File: config.mk
export PLATFORM = sky130hd
export DESIGN_NAME = sd_clk_div
export DESIGN_NICKNAME = d
export VERILOG_FILES = /design/src/rtl/sd_clk_div.sv
export SDC_FILE = /design/constraint.sdc
export NUM_CORES = 1
export LEC_CHECK = 0
export CAP_MARGIN = 0
export CORE_MARGIN = 2
export CORE_UTILIZATION = 28
export CTS_CLUSTER_SIZE = 30
export DETAILED_ROUTE_END_ITERATION = 12
export PLACE_DENSITY = 0.45
export SYNTH_ARGS = -nofsm -noshare
export SYNTH_HDL_FRONTEND = slang
export SYNTH_SLANG_ARGS = --single-unit
File: constraint.sdc
create_clock -name clk -period 6.02 [get_ports clk]
set_clock_uncertainty 0.2 [all_clocks]
set_input_delay 1.204 -clock clk [delete_from_list [all_inputs] [get_ports clk]]
set_output_delay 1.204 -clock clk [all_outputs]
set_load 0.03 [all_outputs]
File: src/rtl/sd_clk_div.sv
module sd_clk_div #(
  parameter int DIV_W     = 11,
  parameter int DATA_BITS = 3
) (
  input  logic             clk,
  input  logic             rst_n,
  input  logic             div_wr,
  input  logic [DIV_W-1:0] div_wdata,
  input  logic             data_mode,
  input  logic             slow_card,
  output logic [DIV_W-1:0] div_reg,
  output logic             sd_clk
);
  localparam int RW = DIV_W + 1;
  localparam logic [RW-1:0] RATIO_MAX = {1'b0, {DIV_W{1'b1}}} + RW'(2);

  logic [DIV_W-1:0] div_q, eff;
  logic [RW-1:0]    ratio_q, cnt_q, cnt_n, ratio_n, next_ratio, hi_n;
  logic             wrap, clk_q;

  assign eff        = (data_mode && !slow_card)
                    ? {{(DIV_W-DATA_BITS){1'b0}}, div_q[DATA_BITS-1:0]} : div_q;
  assign next_ratio = {1'b0, eff} + RW'(2);
  assign wrap       = (cnt_q == ratio_q - RW'(1));
  assign cnt_n      = wrap ? '0 : cnt_q + RW'(1);
  assign ratio_n    = wrap ? next_ratio : ratio_q;
  assign hi_n       = ratio_n - (ratio_n >> 1);

  always_ff @(posedge clk) begin
    if (!rst_n) begin
      div_q   <= '1;
      ratio_q <= RATIO_MAX;
      cnt_q   <= RATIO_MAX - RW'(1);
      clk_q   <= 1'b0;
    end else begin
      if (div_wr) div_q <= div_wdata;
      ratio_q <= ratio_n;
      cnt_q   <= cnt_n;
      clk_q   <= (cnt_n < hi_n);
    end
  end

  assign div_reg = div_q;
  assign sd_clk  = clk_q;
endmodule

==> flow_metrics.tcl <==
set metrics [dict create \
    globalRouteMet3Util_pct 2.15 \
    vias 2832 \
    crit_buf_inv 1 \
    busiest_layer "met2" \
    grt_antenna_before_repair 0 \
    hold_violations 0 \
    cts_tree "done" \
    worstPathRequired_ns 5.99 \
    clock_tree.root_cell "clkbuf_8" \
    yosysWarnings 0 \
    synth_area_leaders "dfxtp_1 23%, ha_1 9.4%, mux2i_1 6.2%" \
    grt_pass1_vias 2715 \
    synth_most_common_cell "nand2_1" \
    cts_sinks 36 \
    clk_pin_slew_ns 0.08 \
    syn-num-nets 435 \
    viasPerCell 4.93 \
    synth_cell_types 57 \
    tns_ns 0 \
    tightest_slew_ns 0.643 \
    fin_hold_ws_ns 0.347 \
    die_w_um 109 \
    min_period_ns 5.61 \
    ctsLongestPathBuffers 2 \
    max_slew_margin_pct 57.0 \
    final_nets 474 \
    synth_top_flop_cell "dfxtp_1" \
    drive_gt1_share_pct 10.8 \
    use_met2_pct 25.0 \
    netlist_area_um2 3070 \
    track_usage_pct 14.7 \
    timing.final.crit_share_pct 93.2 \
    grt_max_degree 37 \
    portBuffers 27 \
    core_um2 10700 \
    setup_viol 0 \
    synth_top_area_share_pct 23.5 \
    syn2layout_area_growth_pct 22.5 \
    synth-seq-area-share_pct 23.5 \
    synthTopCellsByCount "38 x nand2_1, 36 x dfxtp_1, 32 x nor2_1, 26 x inv_1, 23 x ha_1" \
    max_stage_delay_ns 0.42 \
    firstDrtPassIters 4 \
    ant_nets 0 \
    synth_edf_count 0 \
    grt_overflow 0 \
    remaining_drc_errors 0 \
    timing.final.ws_setup_ns 0.409 \
    wl_per_cell_um 14.3 \
    synth.avg_cell_area_um2 7.77 \
    cp_top_family "compound AO/OA/AOI/OAI gates" \
    cts_buffers 5 \
    synthCells 395 \
    grt_use_met1_pct 19.7 \
    dp_hpwl_um 6520 \
    place_area_um2 3600 \
    fp.dieArea_um2 11800 \
    die_h_um 109 \
    cp_max_fo 7 \
    rows 38 \
    htreeDepth 2 \
    stdcell_area_um2 3760 \
    post-place-ws_ns -0.0621 \
    clkLatencyLatePin_ns 0.28 \
    ys_async_sr_fraction_pct 0 \
    n_antenna_cell 0 \
    grt_pass1_wl_um 13500 \
    crit_type "reg -> reg" \
    routed_wl_um 8220 \
    drtIter0Drc 91 \
    outcome "finished clean" \
    num_io_pins 28 \
    min_path_type "reg -> reg" \
    synth.largest_area_cell "dfxtp_1" \
    startpoint_type "register" \
    synth_seq_cells 36 \
    floorplan.initialDensity_pct 28.6 \
    max_freq_mhz 178 \
    cp-end-kind "register" \
    max_cap_viol_count 0 \
    cp_slowest_cell "or3_4" \
    slew_viol_final 0 \
    crit_arrival_ns 5.58 \
    cts_hold_buf 0 \
    place.gp.congestion 0.789 \
]
[stage by stage]
step	util (%)	instances
2_1_floorplan	-	395
3_3_place_gp	33.5	566
3_5_place_dp	33.5	566
4_1_cts	34.4	573
5_1_grt	35.0	574
6_report	35.0	574
[repair_timing]
| item | CTS | global route |
|---|---|---|
| setup buffers | 0 | 1 |
| gates resized for setup | 2 | 13 |
| pin swaps | 0 | 3 |
| setup endpoints to repair | 1 | 1 |
[per-layer routing]
metal | vias up | routed length [µm] | share of wire (%)
li1 | 1450 | - | -
met1 | 1329 | 4090 | 50
met2 | 47 | 3830 | 47
met3 | 6 | 203 | 2.5
met4 | 0 | 99 | 1.2
met5 | - | 0 | 0
[worst min-delay path, stage by stage (launching register included)]
cell and delay (ns):
dfxtp_1 0.38, mux2i_1 0.09, nand2_1 0.06
[worst paths after layout]
check,from,end,slack [ns],cells past startpoint
worst max register to register,ratio_q[0],sd_clk,0.41,25
worst min-delay path,div_reg[10],div_reg[10],0.35,2
worst min register to register,div_reg[10],div_reg[10],0.35,2
worst max-delay path,ratio_q[0],sd_clk,0.41,25
[kinds of logic after synthesis]
family	after synthesis	share of synthesized area, %
flip-flops	36	23.5
XOR/XNOR	37	10.6
AO/OA/AOI/OAI	64	14.0
multiplexers	21	7.05
adder cells (fa/ha/maj)	28	11.3
AND/OR/NAND/NOR	167	28.1
buffers and inverters	42	5.46
[placed cells by master (no fill, tap or decap), types with 12 or more instances in the layout]
cell type	count
a21oi_1	17
and2_1	12
buf_4	21
clkdlybuf4s50_1	27
dfxtp_1	36
ha_1	22
inv_1	26
mux2i_1	19
nand2_1	38
nand3_1	20
nor2_1	32
nor2b_1	15
nor3_1	12
o21ai_0	12
xnor2_1	19
xor2_1	18
[layout make-up]
class / instances / area (µm²)
well taps: 140 / 175
flip-flops and latches: 36 / 721
repair buffers: 48 / 428
multi-input cells: 317 / 2240
inverters: 26 / 97.6
clock buffers: 7 / 96.3
fillers: 1203 / 6980
Power is left out: the tool's default activity adds up to more than one toggle a clock period on the data nets, which glitch-free logic cannot reach.
